==> src/rtl/dr_link_pkg.sv <==
package dr_link_pkg;
  // one wire pair as sampled at the receiver
  typedef struct packed {
    logic zero;
    logic one;
  } rail_pair_t;
endpackage

==> src/rtl/dr_rst_sync.sv <==
module dr_rst_sync #(
  parameter int STAGES = 2
) (
  input  logic clk,
  input  logic rst_n_in,
  output logic rst_n_out
);
  logic [STAGES-1:0] sync_q;

  always_ff @(posedge clk or negedge rst_n_in) begin
    if (!rst_n_in) sync_q <= '0;
    else           sync_q <= {sync_q[STAGES-2:0], 1'b1};
  end

  assign rst_n_out = sync_q[STAGES-1];
endmodule

==> src/rtl/dr_tx.sv <==
module dr_tx #(
  parameter int W = 8
) (
  input  logic         clk,
  input  logic         rst_n,
  input  logic         snd_valid_i,
  input  logic [W-1:0] snd_data_i,
  output logic         snd_ready_o,
  output logic [W-1:0] zero_o,
  output logic [W-1:0] one_o,
  input  logic         ack_i
);
  logic [W-1:0] zero_q, zero_d, one_q, one_d;
  logic         busy_q, busy_d;
  logic         ack_seen_q;
  logic         accept, ack_tgl;

  assign accept  = snd_valid_i && !busy_q;
  assign ack_tgl = ack_i ^ ack_seen_q;

  always_comb begin
    zero_d = zero_q;
    one_d  = one_q;
    busy_d = busy_q;
    if (accept) begin
      zero_d = zero_q ^ ~snd_data_i;
      one_d  = one_q ^ snd_data_i;
      busy_d = 1'b1;
    end else if (busy_q && ack_tgl) begin
      busy_d = 1'b0;
    end
  end

  always_ff @(posedge clk or negedge rst_n) begin
    if (!rst_n) begin
      zero_q <= '0;
      one_q  <= '0;
      busy_q <= 1'b0;
    end else begin
      if (accept) begin
        zero_q <= zero_d;
        one_q  <= one_d;
      end
      busy_q <= busy_d;
    end
  end

  always_ff @(posedge clk or negedge rst_n) begin
    if (!rst_n)       ack_seen_q <= 1'b0;
    else if (ack_tgl) ack_seen_q <= ack_i;
  end

  assign snd_ready_o = !busy_q;
  assign zero_o      = zero_q;
  assign one_o       = one_q;

  // each accepted word flips exactly one wire per pair
  p_one_wire_per_bit_r2: assert property (@(posedge clk) disable iff (!rst_n)
    accept |=> (((zero_q ^ $past(zero_q)) ^ (one_q ^ $past(one_q))) == {W{1'b1}}));

  // wires frozen while waiting for acknowledge
  p_hold_while_busy_r3: assert property (@(posedge clk) disable iff (!rst_n)
    (busy_q && !ack_tgl) |=> (busy_q && $stable(zero_q) && $stable(one_q)));

  // idle end ignores acknowledge changes
  p_idle_ack_ignored_r10: assert property (@(posedge clk) disable iff (!rst_n)
    (!busy_q && !snd_valid_i) |=> (!busy_q && $stable(zero_q) && $stable(one_q)));
endmodule

==> src/rtl/dr_rx_lane.sv <==
module dr_rx_lane
  import dr_link_pkg::*;
(
  input  logic clk,
  input  logic rst_n,
  input  logic zero_i,
  input  logic one_i,
  input  logic clr_i,
  output logic got_o,
  output logic val_o,
  output logic bad_o
);
  rail_pair_t lvl_q, lvl_in;
  logic       got_q, got_d, val_q, val_d;
  logic       chg_zero, chg_one, chg_any, fresh;

  assign lvl_in   = '{zero: zero_i, one: one_i};
  assign chg_zero = lvl_in.zero ^ lvl_q.zero;
  assign chg_one  = lvl_in.one ^ lvl_q.one;
  assign chg_any  = chg_zero | chg_one;
  assign fresh    = !got_q && (chg_zero ^ chg_one);

  always_comb begin
    got_d = clr_i ? 1'b0 : got_q;
    val_d = val_q;
    if (fresh) begin
      got_d = 1'b1;
      val_d = chg_one;
    end
  end

  always_ff @(posedge clk or negedge rst_n) begin
    if (!rst_n) begin
      lvl_q <= '0;
      got_q <= 1'b0;
      val_q <= 1'b0;
    end else begin
      if (chg_any) lvl_q <= lvl_in;
      if (fresh || clr_i) got_q <= got_d;
      if (fresh) val_q <= val_d;
    end
  end

  assign got_o = got_q;
  assign val_o = val_q;
  assign bad_o = (chg_zero & chg_one) | (got_q & chg_any);

  // a single-wire change on a waiting lane marks it arrived
  p_arrival_r4: assert property (@(posedge clk) disable iff (!rst_n)
    (!got_q && (chg_zero != chg_one)) |=> (got_q && (val_q == $past(chg_one))));
endmodule

==> src/rtl/dr_rx.sv <==
module dr_rx #(
  parameter int W = 8
) (
  input  logic         clk,
  input  logic         rst_n,
  input  logic [W-1:0] zero_i,
  input  logic [W-1:0] one_i,
  output logic         ack_o,
  output logic         valid_o,
  output logic [W-1:0] data_o,
  output logic         err_o
);
  logic [W-1:0] got, val, bad;
  logic         all_got;
  logic         ack_q, valid_q, err_q;
  logic [W-1:0] data_q;

  for (genvar i = 0; i < W; i++) begin : g_lane
    dr_rx_lane u_lane (
      .clk    (clk),
      .rst_n  (rst_n),
      .zero_i (zero_i[i]),
      .one_i  (one_i[i]),
      .clr_i  (all_got),
      .got_o  (got[i]),
      .val_o  (val[i]),
      .bad_o  (bad[i])
    );
  end

  assign all_got = &got;

  always_ff @(posedge clk or negedge rst_n) begin
    if (!rst_n) begin
      ack_q   <= 1'b0;
      valid_q <= 1'b0;
      data_q  <= '0;
      err_q   <= 1'b0;
    end else begin
      valid_q <= all_got;
      if (all_got) begin
        data_q <= val;
        ack_q  <= !ack_q;
      end
      if (|bad) err_q <= 1'b1;
    end
  end

  assign ack_o   = ack_q;
  assign valid_o = valid_q;
  assign data_o  = data_q;
  assign err_o   = err_q;

  // valid is a single-cycle pulse
  p_valid_pulse_r5: assert property (@(posedge clk) disable iff (!rst_n)
    valid_q |=> !valid_q);

  // acknowledge flips exactly with each delivered word
  p_ack_with_word_r5: assert property (@(posedge clk) disable iff (!rst_n)
    (ack_q != $past(ack_q)) == valid_q);

  // a word is only delivered after all lanes had arrived
  p_complete_before_valid_r5: assert property (@(posedge clk) disable iff (!rst_n)
    $rose(valid_q) |-> $past(all_got));

  // error flag holds until reset
  p_err_sticky_r7: assert property (@(posedge clk) disable iff (!rst_n)
    err_q |=> err_q);
endmodule

==> src/rtl/dr_link_top.sv <==
module dr_link_top #(
  parameter int W = 8
) (
  input  logic         clk,
  input  logic         rst_n,
  input  logic         snd_valid,
  input  logic [W-1:0] snd_data,
  output logic         snd_ready,
  output logic [W-1:0] tx_zero,
  output logic [W-1:0] tx_one,
  input  logic         tx_ack,
  input  logic [W-1:0] rx_zero,
  input  logic [W-1:0] rx_one,
  output logic         rx_ack,
  output logic         rcv_valid,
  output logic [W-1:0] rcv_data,
  output logic         rcv_err
);
  logic rst_n_int;

  dr_rst_sync #(.STAGES(2)) u_rst (
    .clk       (clk),
    .rst_n_in  (rst_n),
    .rst_n_out (rst_n_int)
  );

  dr_tx #(.W(W)) u_tx (
    .clk         (clk),
    .rst_n       (rst_n_int),
    .snd_valid_i (snd_valid),
    .snd_data_i  (snd_data),
    .snd_ready_o (snd_ready),
    .zero_o      (tx_zero),
    .one_o       (tx_one),
    .ack_i       (tx_ack)
  );

  dr_rx #(.W(W)) u_rx (
    .clk     (clk),
    .rst_n   (rst_n_int),
    .zero_i  (rx_zero),
    .one_i   (rx_one),
    .ack_o   (rx_ack),
    .valid_o (rcv_valid),
    .data_o  (rcv_data),
    .err_o   (rcv_err)
  );
endmodule

==> config.mk <==
export PLATFORM = sky130hd
export DESIGN_NAME = dr_link_top
export DESIGN_NICKNAME = d
export VERILOG_FILES = /design/src/rtl/dr_link_pkg.sv /design/src/rtl/dr_rst_sync.sv /design/src/rtl/dr_tx.sv /design/src/rtl/dr_rx_lane.sv /design/src/rtl/dr_rx.sv /design/src/rtl/dr_link_top.sv
export SDC_FILE = /design/constraint.sdc
export NUM_CORES = 1
export LEC_CHECK = 0
export BUFFER_PORTS_ARGS = -buffer_cell sky130_fd_sc_hd__buf_4
export CORE_ASPECT_RATIO = 1.5
export CORE_MARGIN = 3
export CORE_UTILIZATION = 30
export DETAILED_ROUTE_END_ITERATION = 10
export PLACE_DENSITY_LB_ADDON = 0.15
export SKIP_LAST_GASP = 1
export SLEW_MARGIN = 20
export SYNTH_ARGS = -nofsm -noshare
export SYNTH_HDL_FRONTEND = slang
export SYNTH_SLANG_ARGS = --single-unit
==> constraint.sdc <==
create_clock -name clk -period 2.39 [get_ports clk]
set_input_delay 0.1195 -clock clk [delete_from_list [all_inputs] [get_ports clk]]
set_output_delay 0.1195 -clock clk [all_outputs]
set_load 0.005 [all_outputs]
==> impl_results.md, run 1 <==
- Status: finished, final reports clean
- Cells after DPL: 347
- Synth Cell Area: about 2500 um^2
- Synth area leader: dfrtp_1
- Peak Freq: around 0.54 GHz
- Routed Antenna Nets: 0
- Io pins: 56
- Vias in the first global route: 1811
- Post-synth EDFFs: 0
- Total negative slack: 0 ps
- Commonest non-fill, non-tap cell in the layout: dfrtp_1
- DP Wirelength: about 3400 um
- Worst Tran Pin Value: 607.8 ps
- Row Count: 40
- Clock Sinks: 63
- Clock Tree Buf Depth: 2
- Total of max-cap violations: 0
- Share of post-route cells with drive strength above 1: 0.2826
- Crit Path Class: primary input to flip-flop
- Synth async-reset ratio: 1.000
- Post-Syn Nets: 241
- FF+latch area: between 1500 and 2000 um^2
- Die area: 9616 um^2
- Lkg Pwr: between 0.0015 and 0.002 uW
- Area of the multi-input gates: 877.1 um^2
- Final Skew: 7.129 ps
- Hold_sp: snd_data[2]
- Die height: roughly 120 um
- CTS H-tree depth: 3
- Post_cts resized: 0
- R2R cell count: 5
- Global-route wire length before repair: 8514 um
- Total grt overflow: 0
- Yosys reg bits: 63
- Most frequent cells in the layout: 62 x dfrtp_1, 55 x buf_4, 25 x nor2_1, 24 x xor2_1, 18 x dlygate4sd3_1
- Worst setup EP type: flip-flop
- Ys Warns: 0
- Crit share post-route: 0.7746
- Clock tree root buffer cell: clkbuf_16
- Power density over the cells: 1117 nW/um^2
- Drt first pass iters: 4
- DR iter-0 viols: slightly below 70
- Post-synth top area share: 0.6216
- Top FF cell, synth: dfrtp_1
- Fin util: 0.4279
- Worst Hold Class: primary input to flip-flop
- Top cells by area, synth: dfrtp_1 62%, xor2_1 8.3%, ha_1 3.9%
- GPL Wtd Cong: 0.7171
- Startpoint types: primary input
- End point of the worst hold path: u_tx.one_o[2]
- Routed WL per cell: 12.66 um
- RSZ-0062 raised after global routing: no
- Fillers: 807
- Cells on Worst Hold Path: 3
- R2R Setup Slk: approximately 630 ps
- Max_slew headroom: 0.5940
- Setup violations, final: 0
- Port Buffers: 55
- DRC: 0
- Avg Inst Size Synth: 12.37 um^2
- Ant. Diodes: 0
- Crit path required time: roughly 2600 ps
- Post-synthesis sequential area ratio: 0.6216
- Largest net degree at the start of global routing: 53
- Final WL: slightly below 5000 um
- Die W: between 80 and 90 um
- Initial antenna violation count: 0
- Reg-to-Reg End: u_rx.err_o
- Area grow syn2layout: 36.80%
- Worst R2R Start: u_rx.g_lane[6].u_lane.lvl_q[1]
- Post-layout nets: 307
- Crit Path Max Fanout: 2
- Num CTS Buffers: 9
- Fin. Hold Viols: 0
- Worst hold margin: between 60 and 70 ps
- Distinct cells, synth: 24
- Worst skew pair latency: 320 ps
- Vias: 1644
- Mapped Cells: 205
- Worst-path clk slew: 50 ps
- All-Layer GR Usage: 0.1184
- Max-slew violation count: 0
- Placeable Area: 8108 um^2
- Initial core utilization: 0.3128
- Non-filler cells, final: 381
- CTS tree: done
- Vias per inst: 4.315
- Final min period: around 1900 ps
- Worst vdd ir: 0.5040 mV
- WP data arrival: 2050 ps
layout make-up:
type                    instances  share of cell area
clock inverters                 1            0.001442
inverters                       2            0.002164
multi-input cells             121              0.2528
clock buffers                  15             0.07429
well taps                     105             0.03787
repair buffers                 74              0.1767
flip-flops and latches         63              0.4547
metal layers:
metal	share of wire	global-route usage	vias up
met5	0	0	-
met4	0.022	0.05391	0
met3	0.069	0.04878	10
met2	0.51	0.1970	46
met1	0.39	0.1280	800
li1	-	-	788
per-stage QoR:
stage / setup slack [ps] / cell area (um^2) / total power [uW]
6_report: 538.7 / 3470 / 3876
5_1_grt: 439.1 / 3470 / 4161
4_1_cts: 549.7 / 3470 / 3963
3_5_place_dp: 625.0 / 3027 / 2750
3_3_place_gp: 657.8 / 3027 / 2734
2_1_floorplan: 506.0 / 2536 / 2207
sequential cells by signal, summed over array words and instances, names as in the netlist:
signal / flops
u_rst.sync_q: 2
u_rx.ack_o: 1
u_rx.data_o: 8
u_rx.err_o: 1
u_rx.g_lane.u_lane.got_o: 8
u_rx.g_lane.u_lane.lvl_q: 16
u_rx.g_lane.u_lane.val_o: 8
u_rx.valid_o: 1
u_tx.ack_seen_q: 1
u_tx.busy_q: 1
u_tx.one_o: 8
u_tx.zero_o: 8
power by group:
| group | leakage [uW] | internal (uW) | switching, uW | total (uW) |
|---|---|---|---|---|
| Combinational | 0.000727 | 626 | 413 | 1040 |
| Clock | 0.000128 | 728 | 421 | 1150 |
| Sequential | 0.000727 | 1440 | 247 | 1690 |
| Total | 0.00158 | 2800 | 1080 | 3880 |
how the worst max path moves through the flow:
stage	from	to	slack, ps	cells after the start
5_1_grt	rx_one[6]	u_rx.err_o	440	7
2_1_floorplan	u_rst.sync_q[1]	u_rx.ack_o	510	0
3_5_place_dp	u_rx.g_lane[6].u_lane.lvl_q[1]	u_rx.err_o	630	5
4_1_cts	rx_one[6]	u_rx.err_o	550	7
6_report	rx_zero[7]	u_rx.err_o	540	7
3_3_place_gp	u_rx.g_lane[6].u_lane.lvl_q[0]	u_rx.err_o	660	5
cell families after synthesis:
family | count (synthesis) | share of synthesized area
buffers and inverters | 21 | 0.03256
muxes | 15 | 0.06660
DFF | 63 | 0.6216
and+or+nand+nor | 53 | 0.09719
AOI/OAI and AO/OA | 10 | 0.02072
other | 1 | 0.001479
xor gates and xnor gates | 34 | 0.1204
adders and majority gates | 8 | 0.03947
worst max-delay path, cell delays in order:
cell and delay (ps):
dlygate4sd3_1 540, buf_4 140, xor2_1 160, ha_1 210, nor4_1 260, nand4_1 110, or4_1 500
cell usage after synthesis, drive strengths merged (2+ instances only):
library cell,count
dfrtp,63
inv,2
ha,8
mux2,15
xnor2,9
xor2,25
nand4,4
clkbuf,18
nor2b,8
nor2,26
nand2,11
o21ai,9
timing repair:
| action | 4_1_cts | 5_1_grt |
|---|---|---|
| hold endpoints to repair | 19 | 0 |
| endpoints found under the setup margin | 0 | 0 |
| hold buffers | 18 | 0 |
| buffers inserted | 0 | 0 |
Power figures use the tool's default switching activity.
==> inputs of run 2 (changes only) <==
--- a/config.mk
+++ b/config.mk
@@ -5,6 +5,7 @@
 export SDC_FILE = /design/constraint.sdc
 export NUM_CORES = 1
 export LEC_CHECK = 0
+export ABC_AREA = 1
 export BUFFER_PORTS_ARGS = -buffer_cell sky130_fd_sc_hd__buf_4
 export CORE_ASPECT_RATIO = 1.5
 export CORE_MARGIN = 3
==> constraint.sdc (replaced) <==
create_clock -name clk -period 1.7 [get_ports clk]
set_input_delay 0.085 -clock clk [delete_from_list [all_inputs] [get_ports clk]]
set_output_delay 0.085 -clock clk [all_outputs]
set_load 0.005 [all_outputs]
==> impl_results.md, run 2 <==
- Die height: 124.2 um (was 118.6 um)
- Synth async-reset ratio: 1.000 (unchanged)
- XOR/XNOR Fraction of Synth Area: 0.06272 (was 0.1204)
- DP Wirelength: 3954 um (was 3412 um)
- Post-synthesis sequential area ratio: 0.5645 (was 0.6216)
- Die W: 84.78 um (was 81.08 um)
- Startpoint types: primary input (unchanged)
- Post-synth top cells: 99 x nand2_1, 63 x dfrtp_1, 54 x inv_1 (was 63 x dfrtp_1, 25 x nor2_1, 24 x xor2_1)
- Mapped Cells: 319 (was 205)
- Vias: 2024 (was 1644)
- Post-synth top area share: 0.5645 (was 0.6216)
- Placeable Area: 8934 um^2 (was 8108 um^2)
- Post-layout nets: 422 (was 307)
- Fin. Hold Viols: 0 (unchanged)
- Share of post-route cells with drive strength above 1: 0.2057 (was 0.2826)
- All-Layer GR Usage: 0.1170 (was 0.1184)
- Setup Buffers After CTS: 0 (unchanged)
- Multiplexer area fraction after synthesis: 0 (was 0.06660)
- Avg Inst Size Synth: 8.754 um^2 (was 12.37 um^2)
- Total of max-cap violations: 0 (unchanged)
- Crit-path max cell delay: 540 ps (about the same)
- Pint: 3911 uW (was 2795 uW)
- Met2 usage: 0.1946 (was 0.1970)
- Row Count: 42 (was 40)
- Worst skew pair latency: 320 ps (about the same)
- Met1 usage: 0.1327 (was 0.1280)
- Worst setup EP type: flip-flop (unchanged)
- Largest family of logic cells by synthesized area: simple AND/OR/NAND/NOR gates (was XOR/XNOR gates)
- Port Buffers: 55 (unchanged)
- Crit Path Class: primary input to flip-flop (unchanged)
- Initial core utilization: 0.3126 (was 0.3128)
- Most frequent cells in the layout: 99 x nand2_1, 62 x dfrtp_1, 58 x buf_4, 54 x inv_1, 19 x nor2_1 (was 62 x dfrtp_1, 55 x buf_4, 25 x nor2_1, 24 x xor2_1, 18 x dlygate4sd3_1)
- Final Skew: 4.471 ps (was 7.129 ps)
- Peak Freq: 0.6486 GHz
- Total negative slack: 0 ps (unchanged)
- Cell with the most instances after synthesis: nand2_1 (was dfrtp_1)
- Place WS: 163.8 ps (was 625.0 ps)
- Area grow syn2layout: 33.83% (was 36.80%)
- Worst vdd ir: 0.7379 mV (was 0.5040 mV)
- Commonest non-fill, non-tap cell in the layout: nand2_1 (was dfrtp_1)
- Num CTS Buffers: 9 (unchanged)
- Routed Antenna Nets: 0 (unchanged)
- Adder-cell share of the synthesized area: 0.03584 (was 0.03947)
- Max FFs per register: 16 (unchanged)
- Top FF cell, synth: dfrtp_1 (unchanged)
- Crit Path Max Fanout: 3 (was 2)
- Yosys reg bits: 63 (unchanged)
- Vias in the first global route: 2028 (was 1811)
- Power density over the cells: 1474 nW/um^2 (was 1117 nW/um^2)
- Total grt overflow: 0 (unchanged)
- Setup violations, final: 0 (unchanged)
- Status: finished, final reports clean (unchanged)
- Top cells by area, synth: dfrtp_1 56%, nand2_1 13%, inv_1 7.3% (was dfrtp_1 62%, xor2_1 8.3%, ha_1 3.9%)
- Lkg Pwr: 0.002049 uW (was 0.001582 uW)
- Clock Tree Buf Depth: 2 (unchanged)
- Gate power share: 0.269 (was 0.268)
- Ant. Diodes: 0 (unchanged)
- Vias per inst: 4.056 (was 4.315)
- Distinct cells, synth: 19 (was 24)
- Largest net degree at the start of global routing: 41 (was 53)
- CTS H-tree depth: 3 (unchanged)
- Max_slew headroom: 0.6555 (was 0.5940)
- RSZ-0062 raised after global routing: no (unchanged)
- GR peak layer: met2 (unchanged)
- Crit-path slowest cell: dlygate4sd3_1 (unchanged)
- Max-slew violation count: 0 (unchanged)
- DR iter-0 viols: 89 (was 69)
- DRC: 0 (unchanged)
- Final WL: 5422 um (was 4824 um)
- Die area: 10530 um^2 (was 9616 um^2)
- Post-Synth Simple-Gate Area: 0.1944 (was 0.09719)
- Seq pwr share: 0.420 (was 0.435)
- Compound-cell area share of the yosys netlist: 0.03047 (was 0.02072)
- Post-synth EDFFs: 0 (unchanged)
- Drt first pass iters: 4 (unchanged)
- Io pins: 56 (unchanged)
- Worst-path clk slew: 50 ps (about the same)
- Global-route wire length before repair: 9363 um (was 8514 um)
- GPL Wtd Cong: 0.7121 (was 0.7171)
- Crit share post-route: 0.9070
- Final min period: 1542 ps
- Crit path required time: 1900 ps (was 2580 ps)
- CTS tree: done (unchanged)
- Switch share: 0.2900 (was 0.2789)
- Ys Warns: 0 (unchanged)
- P_sw: 1597 uW (was 1081 uW)
- WP data arrival: 1740 ps (was 2050 ps)
- Routed WL per cell: 10.87 um (was 12.66 um)
- Post-Syn Nets: 355 (was 241)
- Synth Cell Area: 2793 um^2 (was 2536 um^2)
- Fillers: 918 (was 807)
- Synth area leader: dfrtp_1 (unchanged)
- Worst Hold Class: primary input to flip-flop (unchanged)
- Worst Tran Pin Value: 516.8 ps (was 607.8 ps)
- Setup ws final: 158.1 ps (was 538.7 ps)
- Grt met3 use: 0.03706 (was 0.04878)
- Clock network power share: 0.311 (was 0.297)
- Biggest register: u_rx.g_lane.u_lane.lvl_q (unchanged)
- Clock Sinks: 63 (unchanged)
- Clock tree root buffer cell: clkbuf_16 (unchanged)
- Initial antenna violation count: 0 (unchanged)
- Worst path cell trace: dlygate4sd3_1 > buf_4 > xnor2_1 > inv_1 > ha_1 > nor2_1 > nand3_1 > nor2_1 > nand2_1 > inv_1 > nand3_1 (was dlygate4sd3_1 > buf_4 > xor2_1 > ha_1 > nor4_1 > nand4_1 > or4_1)
-- run 2: changes by cell type after synthesis, moves of 8 or more --
cell,delta
mux2_1,-8
nand2_1,+88
o21ai_0,+13
inv_1,+53
nor2b_1,-8
nand3_1,+10
xor2_1,-15
-- run 2: cells by family after synthesis --
| logic type | Yosys count |
|---|---|
| AOI/OAI and AO/OA | 17 |
| buffers and inverters | 76 |
| DFF | 63 |
| other | 1 |
| and+or+nand+nor | 134 |
| adders and majority gates | 8 |
| xor gates and xnor gates | 20 |
-- run 2: power groups by stage --
| stage | combinational [uW] | sequential [uW] | clock [uW] |
|---|---|---|---|
| after floorplan | 783 | 2330 | 0 |
| after global placement | 1470 | 2340 | 0 |
| after detailed placement | 1500 | 2330 | 0 |
| after CTS | 1530 | 2320 | 1780 |
| after global routing | 1700 | 2380 | 1840 |
| final | 1480 | 2310 | 1720 |
-- run 2: area by class of cell --
cell class              instances  area [um^2]  share of cell area
repair buffers                 76        615.6              0.1647
flip-flops and latches         63         1578              0.4222
inverters                      56        215.2             0.05758
clock buffers                  14        284.0             0.07600
multi-input cells             180        907.1              0.2427
well taps                     110        137.6             0.03683
-- run 2: critical path, delay by kind of cell --
kind,cells,cell delay [ps]
adders and majority gates,1,170
buffers and inverters,4,790
and+or+nand+nor,5,460
xor gates and xnor gates,1,220
-- run 2: final timing paths --
| check | end | start | cells past startpoint | slack (ps) |
|---|---|---|---|---|
| hold / removal | u_tx.zero_o[0] | snd_data[0] | 3 | 50 |
| setup reg to reg | u_rx.err_o | u_rx.g_lane[5].u_lane.lvl_q[0] | 9 | 210 |
| max in group asynchronous | u_rx.g_lane[0].u_lane.val_o | u_rst.sync_q[1] | 1 | 1000 |
| min in group asynchronous | u_rst.sync_q[1] | rst_n | 2 | 80 |
| hold reg to reg | u_tx.one_o[7] | u_rst.sync_q[1] | 1 | 240 |
| setup / recovery | u_rx.err_o | rx_one[5] | 11 | 160 |
-- run 2: metal layers --
layer | vias up | wire, um | share of wire
met5 | - | 0 | 0
met4 | 0 | 121 | 0.022
met3 | 9 | 275 | 0.051
met2 | 47 | 2705 | 0.50
met1 | 907 | 2320 | 0.43
li1 | 1061 | - | -
-- run 2: timing repair --
action,CTS,global route
hold endpoints to repair,19,0
gates resized for setup,0,0
hold buffers,18,0
-- run 2: stage by stage --
stage | power, uW | util | hold slack [ps] | cell area (um^2) | instances
6_report | 5508 | 0.4183 | 45.36 | 3737 | 499
5_1_grt | 5922 | 0.4183 | 57.68 | 3737 | 499
4_1_cts | 5635 | 0.4183 | 31.59 | 3737 | 499
3_5_place_dp | 3824 | 0.3664 | -129.0 | 3273 | 467
3_3_place_gp | 3812 | 0.3664 | -131.2 | 3273 | 467
2_1_floorplan | 3117 | - | -210.6 | 2794 | 319
